$ cat src/rtl/wdt_pkg.sv
package wdt_pkg;

    localparam logic [7:0] SVC_ARM_KEY  = 8'h55;
    localparam logic [7:0] SVC_FIRE_KEY = 8'hAA;

    typedef enum logic [1:0] {
        KEY_IDLE,
        KEY_ARM,
        KEY_FIRE,
        KEY_JUNK
    } key_e;

    function automatic key_e decode_key(input logic wr, input logic [7:0] data);
        if (!wr)                       return KEY_IDLE;
        else if (data == SVC_ARM_KEY)  return KEY_ARM;
        else if (data == SVC_FIRE_KEY) return KEY_FIRE;
        else                           return KEY_JUNK;
    endfunction

endpackage

$ cat src/rtl/wdt_prescaler.sv
module wdt_prescaler #(
    parameter int PRE_EXP = 15
) (
    input  logic clk,
    input  logic rst,
    input  logic run,
    output logic tick
);
    logic [PRE_EXP-1:0] cnt;

    always_ff @(posedge clk) begin
        if (rst || !run) cnt <= '0;
        else             cnt <= cnt + 1'b1;
    end

    assign tick = run && (&cnt);

    // the prescaler wraps after each period and is cleared only by disable/reset
    a_r4_prescaler_wraps: assert property (@(posedge clk) disable iff (rst)
        tick |=> (cnt == '0));
endmodule

$ cat src/rtl/wdt_service_key.sv
module wdt_service_key
    import wdt_pkg::*;
(
    input  logic       clk,
    input  logic       rst,
    input  logic       run,
    input  logic       wr,
    input  logic [7:0] data,
    input  logic       expire,
    output logic       armed,
    output logic       fire
);
    key_e kind;

    assign kind = decode_key(wr, data);
    assign fire = run && armed && (kind == KEY_FIRE);

    always_ff @(posedge clk) begin
        if (rst || !run)          armed <= 1'b0;
        else if (expire)          armed <= 1'b0;
        else if (fire)            armed <= 1'b0;
        else if (kind == KEY_ARM) armed <= 1'b1;
    end

    // arming only ever follows a 0x55 write
    a_r6_arm_source: assert property (@(posedge clk) disable iff (rst)
        $rose(armed) |-> $past(wr && data == SVC_ARM_KEY));
    // a completed clear leaves the block disarmed
    a_r4_fire_disarms: assert property (@(posedge clk) disable iff (rst)
        fire |=> !armed);
    // an expiry leaves the block disarmed
    a_r7_expire_disarms: assert property (@(posedge clk) disable iff (rst)
        expire |=> !armed);
endmodule

$ cat src/rtl/wdt_timeout_div.sv
module wdt_timeout_div #(
    parameter int RATE_W   = 2,
    parameter int DIV_STEP = 2
) (
    input  logic              clk,
    input  logic              rst,
    input  logic              run,
    input  logic              tick,
    input  logic              clear,
    input  logic [RATE_W-1:0] rate_in,
    output logic              expire,
    output logic              req
);
    localparam int CODES = 1 << RATE_W;
    localparam int DW    = DIV_STEP * (CODES - 1) + 1;

    typedef struct packed {
        logic [RATE_W-1:0] rate;
        logic [DW-1:0]     count;
    } div_state_t;

    div_state_t st;
    logic [DW-1:0] limit;

    always_comb begin
        limit = '0;
        for (int c = 0; c < CODES; c++) begin
            if (st.rate == RATE_W'(c)) limit = DW'(1) << (DIV_STEP * c);
        end
    end

    assign expire = tick && (st.count == limit) && !clear;

    always_ff @(posedge clk) begin
        if (rst || !run) begin
            st.rate  <= rate_in;
            st.count <= '0;
            req      <= 1'b0;
        end else begin
            req <= expire;
            if (clear || expire) st.count <= '0;
            else if (tick)       st.count <= st.count + 1'b1;
        end
    end

    // request is a single-cycle pulse
    a_r3_req_single: assert property (@(posedge clk) disable iff (rst)
        req |=> !req);
    // no request while disabled
    a_r10_quiet_when_off: assert property (@(posedge clk) disable iff (rst)
        !run |=> !req);
    // rate stays fixed while running
    a_r9_rate_frozen: assert property (@(posedge clk) disable iff (rst)
        (run && $past(run)) |-> $stable(st.rate));
    // count never passes the selected limit
    a_r2_count_bounded: assert property (@(posedge clk) disable iff (rst)
        st.count <= limit);
endmodule

$ cat src/rtl/cop_watchdog.sv
module cop_watchdog #(
    parameter int PRE_EXP  = 15,
    parameter int RATE_W   = 2,
    parameter int DIV_STEP = 2
) (
    input  logic              clk,
    input  logic              rst,
    input  logic              enable,
    input  logic              svc_wr,
    input  logic [7:0]        svc_data,
    input  logic [RATE_W-1:0] rate_sel,
    output logic              reset_req
);
    logic tick, fire, expire, armed;

    wdt_prescaler #(.PRE_EXP(PRE_EXP)) u_pre (
        .clk(clk), .rst(rst), .run(enable), .tick(tick)
    );

    wdt_service_key u_key (
        .clk(clk), .rst(rst), .run(enable), .wr(svc_wr), .data(svc_data),
        .expire(expire), .armed(armed), .fire(fire)
    );

    wdt_timeout_div #(.RATE_W(RATE_W), .DIV_STEP(DIV_STEP)) u_div (
        .clk(clk), .rst(rst), .run(enable), .tick(tick), .clear(fire),
        .rate_in(rate_sel), .expire(expire), .req(reset_req)
    );

    // a clear on the expiry edge means no request follows
    a_r8_fire_blocks_req: assert property (@(posedge clk) disable iff (rst)
        fire |=> !reset_req);
    // no request in the cycle after reset
    a_r1_reset_quiet: assert property (@(posedge clk)
        rst |=> !reset_req);
endmodule

$ cat config.mk
export PLATFORM = sky130hd
export DESIGN_NAME = cop_watchdog
export DESIGN_NICKNAME = d
export VERILOG_FILES = /design/src/rtl/wdt_pkg.sv /design/src/rtl/wdt_prescaler.sv /design/src/rtl/wdt_service_key.sv /design/src/rtl/wdt_timeout_div.sv /design/src/rtl/cop_watchdog.sv
export SDC_FILE = /design/constraint.sdc
export NUM_CORES = 1
export LEC_CHECK = 0
export BUFFER_PORTS_ARGS = -buffer_cell sky130_fd_sc_hd__buf_4
export CAP_MARGIN = 20
export CORE_MARGIN = 4
export CORE_UTILIZATION = 50
export CTS_BUF_LIST = sky130_fd_sc_hd__clkbuf_4 sky130_fd_sc_hd__clkbuf_8 sky130_fd_sc_hd__clkbuf_16
export DETAILED_ROUTE_END_ITERATION = 7
export PLACE_DENSITY = 0.85
export SKIP_CTS_REPAIR_TIMING = 1
export SLEW_MARGIN = 15
export SYNTH_ARGS = -nofsm -noshare
export SYNTH_HDL_FRONTEND = slang
export SYNTH_SLANG_ARGS = --single-unit
$ cat constraint.sdc
create_clock -name clk -period 1.7 [get_ports clk]
set_input_delay 0.255 -clock clk [delete_from_list [all_inputs] [get_ports clk]]
set_output_delay 0.255 -clock clk [all_outputs]
set_load 0.005 [all_outputs]
After elaboration in Yosys (flattened, before gate mapping)
Cells that the tools add are included.
{"block": "word_totals", "ff_bits": 26, "inputBits": 14, "output_inout_bits": 1}
{"block": "classes", "n_addsub": 2, "n_eq_ne": 8, "mux": 7, "n_reduce_logical": 13}
{"operator": "adder 15 x 1 -> 15 bit (second input constant)", "n": 1}
{"operator": "AND reduction 15 bit", "n": 1}
{"operator": "== test 8 x 7 -> 1 bit (second input constant)", "n": 1}
{"operator": "== test 8 bit (second input constant)", "n": 1}
{"operator": "adder 7 x 1 -> 7 bit (second input constant)", "n": 1}
{"operator": "== test 7 bit", "n": 1}
{"operator": "two-way mux 7 bit", "n": 1}
{"operator": "== test 2 bit (second input constant)", "n": 3}
{"operator": "logical AND 1 bit", "n": 5}
{"operator": "two-way mux 5 bit", "n": 1}
{"operator": "== test 2 x 1 -> 1 bit (second input constant)", "n": 2}
{"operator": "two-way mux 2 bit", "n": 2}
{"operator": "two-way mux 3 bit", "n": 1}
{"operator": "OR reduction 3 bit", "n": 1}
{"operator": "logical NOT 1 bit", "n": 2}
{"operator": "logical NOT 2 bit", "n": 1}
{"operator": "logical OR 1 bit", "n": 2}
{"operator": "two-way mux 1 bit", "n": 2}
{"operator": "OR reduction 2 bit", "n": 1}

Longest topological paths before layout
{"block": "depth", "ltp_word": 10, "mapped_depth": 6}

Cells and area by module
Synthesis repeated with hierarchy kept, for this count alone.
{"block": "hier_totals", "hier_cells": 135, "hier_area_um2": 1271.2}
{"mod": "wdt_prescaler", "n_inst": 1, "cells_each": 77, "area_per_inst_um2": 691.9}
{"mod": "wdt_timeout_div", "n_inst": 1, "cells_each": 46, "area_per_inst_um2": 480.5}
{"mod": "wdt_service_key", "n_inst": 1, "cells_each": 12, "area_per_inst_um2": 98.8}

Worst setup path before layout
No wires, ideal clock.
{"block": "synth_path", "path_kind": "register -> register", "startpoint": "reg u_pre.cnt[0]", "endpoint": "reg u_div.st[4] in the netlist's numbering", "setup_time_ns": 0.074, "t_arrival_ns": 1.503, "required_ns": 1.626, "setup_slack_ns": 0.123, "stages_incl_launch_ff": 7, "period_less_slack_ns": 1.577, "path_cell_list": "dfxtp_1 > ha_1 > nand4_2 > nor2_4 > nand2_4 > or3_1 > a31oi_1"}
{"block": "synth_between", "elab_chain_len": 6}
{"element": "start, declared", "line_no": "wdt_prescaler.sv:9", "source": "logic [PRE_EXP-1:0] cnt;"}
{"element": "start signal, assigned", "line_no": "wdt_prescaler.sv:13", "source": "else cnt <= cnt + 1'b1;"}
{"element": "AND reduction 15 bit *", "line_no": "wdt_prescaler.sv:16", "source": "assign tick = run && (&cnt);"}
{"element": "logical AND 1 bit *", "line_no": "wdt_prescaler.sv:16"}
{"element": "logical AND 1 bit (2 in a row)", "line_no": "wdt_timeout_div.sv:32", "source": "assign expire = tick && (st.count == limit) && !clear;"}
{"element": "logical OR 1 bit", "line_no": "wdt_timeout_div.sv:41", "source": "if (clear || expire) st.count <= '0;"}
{"element": "OR reduction 2 bit (no line)"}
{"element": "end, declared", "line_no": "wdt_timeout_div.sv:22", "source": "div_state_t st;"}
Mark *: on every way between the ends. The rest lies on a longest branch, timed or not.
A chain may end at the register's enable or synchronous reset.

Worst setup path after layout
{"block": "layout_path", "startpoint": "reg u_div.st[8] in the netlist's numbering", "endpoint": "reg u_div.st[2] in the netlist's numbering"}
{"block": "layout_between", "elab_chain_len": 10, "word_cells_on_any_way": 13, "cone_classes": "4 x eq/ne; 4 x mux; 5 x reduce/logical"}
{"element": "logical NOT 2 bit", "line_no": "wdt_timeout_div.sv:28", "source": "if (st.rate == RATE_W'(c)) limit = DW'(1) << (DIV_STEP * c);"}
{"element": "two-way mux 1 bit", "line_no": "wdt_timeout_div.sv:28"}
{"element": "two-way mux 3 bit", "line_no": "wdt_timeout_div.sv:28"}
{"element": "two-way mux 5 bit", "line_no": "wdt_timeout_div.sv:28"}
{"element": "two-way mux 7 bit *", "line_no": "wdt_timeout_div.sv:28"}
{"element": "== test 7 bit *", "line_no": "wdt_timeout_div.sv:32"}
{"element": "logical AND 1 bit * (2 in a row)", "line_no": "wdt_timeout_div.sv:32"}
{"element": "logical OR 1 bit *", "line_no": "wdt_timeout_div.sv:41"}
{"element": "OR reduction 2 bit (no line) *"}
Marks and branches as above.

==> results.ini <==
[timing]
worstMarginPinSlew_ns = 0.502
rsz0062_at_grt = true
layout_min_cycle_time_ns = 1.61
slew_violations = 0
slew-limit-headroom_pct = 66.2
finalSetupViolations = 0
setup_ws_ns = 0.0854
holdWs_ns = 0.0956
fmax_mhz = 619
setup-tns-final_ns = 0
period_share_pct = 95.0
skew_ns = 0.0101
final-hold-violation-count = 0

[yosys]
synth_common_cells = 24 x dfxtp_1, 21 x nor2_1, 12 x nand2_1, 9 x nand3_1, 9 x xor2_1
ys_top_cells_by_area = dfxtp_1 38%, nor2_1 6.2%, xor2_1 6.2%
ys.flop_type = dfxtp_1
ys_types = 40
syn_inst = 140
seq_area_frac_synth_pct = 42.7
netlist.area_leader.share_pct = 37.9
syn_area_mm2 = 0.00127
mappedNetlistNets = 156
async_flop_share_pct = 0
synth.avg_cell_area_um2 = 9.04
ys_warn_count = 0
ys_ff_latch = 26
yosysMostFrequentCell = dfxtp_1
synth-edff-count = 2
yosys.area.top_type = dfxtp_1

[cells_and_area]
fill_cells = 200
final_cell_area_mm2 = 0.00146
area.growth.synth_to_final_pct = 15.1
final_util_pct = 62.9
nNetsFinal = 175
drive_gt1_share_pct = 23.4
diodes = 0

[clock_tree]
cts-root-buf = clkbuf_4
clk_pin_slew_ns = 0.14
clockBufferDepth = 2
numCtsBuffers = 3
h-tree-depth = 1
clkLatencyLatePin_ns = 0.32
clock_sinks = 26
cts_tree = done

[global_route]
antenna_found_initial = 0
grt_overflow = 0
grt_pass1_wl_um = 4280
grt_pass1_vias = 994
track_usage_pct = 16.1
grt_start_max_net_pins = 18

[setup_path]
r2r_cells = 5
critPathRequiredTime_ns = 1.91
r2r_setup_slack_ns = 0.09
cp_max_fo = 8
start_kind = register
critPathKind = reg2reg
crit_end = u_div.st[2]
rr_endpoint = u_div.st[2]
endpoint_kind = register
cp.arrival_ns = 1.83
crit_start = u_div.st[8]
worstReg2RegStart = u_div.st[8]

[place]
place_area_mm2 = 0.00141
post-place-ws_ns = 0.0203
gp_congestion = 0.813
hpwlAfterDp_um = 1840
io_buffers = 14

[routing]
wl_per_cell_um = 13.1
ant_nets = 0
drc_errors = 0
drt_iter0_drc = 30
wirelength_um = 2440
drt_pass1_iterations = 4
vias = 1028
viasPerCell = 5.53

[floorplanning]
start_util_pct = 54.6
num_io_pins = 15
rows = 17
fp.dieH_um = 58.3
coreArea_mm2 = 0.00232
dieWidth_um = 58.3
die_area_mm2 = 0.00340

[power_and_ir_drop]
irDropWorstVdd_mv = 0.543
p_sw_share_pct = 22.4
clkPwrFrac_pct = 28.7
powerDensity_mw_per_mm2 = 682
p_leak_uw = 0.000529
pwr-share-seq_pct = 63.7
comb_power_share_pct = 7.6
switchingPower_uw = 222
p_int_uw = 771

[min_path]
hold_path.startpoint = rate_sel[1]
min-delay-path-class = in2reg

[status]
status = completed

[job]
maxCapViolCount = 0

[power by group through the flow]
stage	sequential [uW]	combinational, uW	clock [uW]
floorplan	644	43.7	0
finish	633	76.0	285
global route	635	84.2	322
detailed placement	646	76.4	0
global placement	644	72.2	0
CTS	632	76.8	296
[worst min path at each step]
| stage | end | cells past startpoint |
|---|---|---|
| 2_1_floorplan | u_div.st[7] | 0 |
| 3_3_place_gp | u_div.st[7] | 1 |
| 3_5_place_dp | u_div.st[8] | 1 |
| 4_1_cts | u_div.st[8] | 1 |
| 5_1_grt | u_div.st[7] | 1 |
| 6_report | u_div.st[8] | 1 |
[routing by layer]
layer / global-route usage, % / up-vias / wire, um
li1: - / 523 / -
met2: 27.9 / 36 / 1180
met1: 19.8 / 462 / 1070
met4: 7.28 / 0 / 63
met3: 1.97 / 7 / 125
met5: 0 / - / 0
[cell families after synthesis]
kind of cell,Yosys count,synth area share (%)
fa+ha+maj,2,1.98
simple gates,77,34.7
flops,26,42.7
xor+xnor,15,10.4
buf+inv,9,2.77
compound gates,11,7.51
[placed cells by master (no fill, tap or decap), types with 2 or more instances in the layout]
cell type / netlist / layout
a21oi_1: 2 / 2
a211oi_1: 2 / 2
nor3_1: 4 / 4
xor2_1: 9 / 9
nor4_1: 3 / 3
nand3_2: 2 / 2
or3_1: 2 / 2
nand4_1: 3 / 3
nand2_1: 12 / 12
dfxtp_1: 24 / 20
nand3b_1: 2 / 2
dfxtp_2: 0 / 4
clkbuf_4: 0 / 4
edfxtp_1: 2 / 2
xnor2_1: 6 / 6
and2_1: 2 / 2
nand2b_1: 3 / 3
a31oi_1: 3 / 3
buf_4: 0 / 18
nor2_1: 21 / 21
nand3_1: 9 / 9
inv_1: 5 / 5
[through the flow]
step / instances / power (uW)
2_1_floorplan: 140 / 687
3_3_place_gp: 181 / 717
3_5_place_dp: 181 / 722
4_1_cts: 185 / 1000
5_1_grt: 186 / 1040
6_report: 186 / 994
[area by class of cell]
type                            instances  area (um2)  share of cell area (%)
Sequential cell                        26         546                    37.4
Timing Repair Buffer                   18         135                    9.27
Inverter                                5        18.8                    1.29
Multi-Input combinational cell        105         693                    47.6
Tap cell                               28        35.0                    2.40
Clock buffer                            4        30.0                    2.06
[worst max-delay path, stage by stage, from the launching register on]
cell      delay, ns
edfxtp_1       0.49
nand2b_1       0.18
a211oi_1       0.36
o311ai_4       0.20
nand4b_1       0.17
a31oi_1        0.11
[registers in the layout, indices dropped and copies added (netlist names)]
register     cells
u_pre.cnt       15
u_div.st         9
u_div.req        1
u_key.armed      1
No activity file was read; power rests on OpenSTA's default activity.
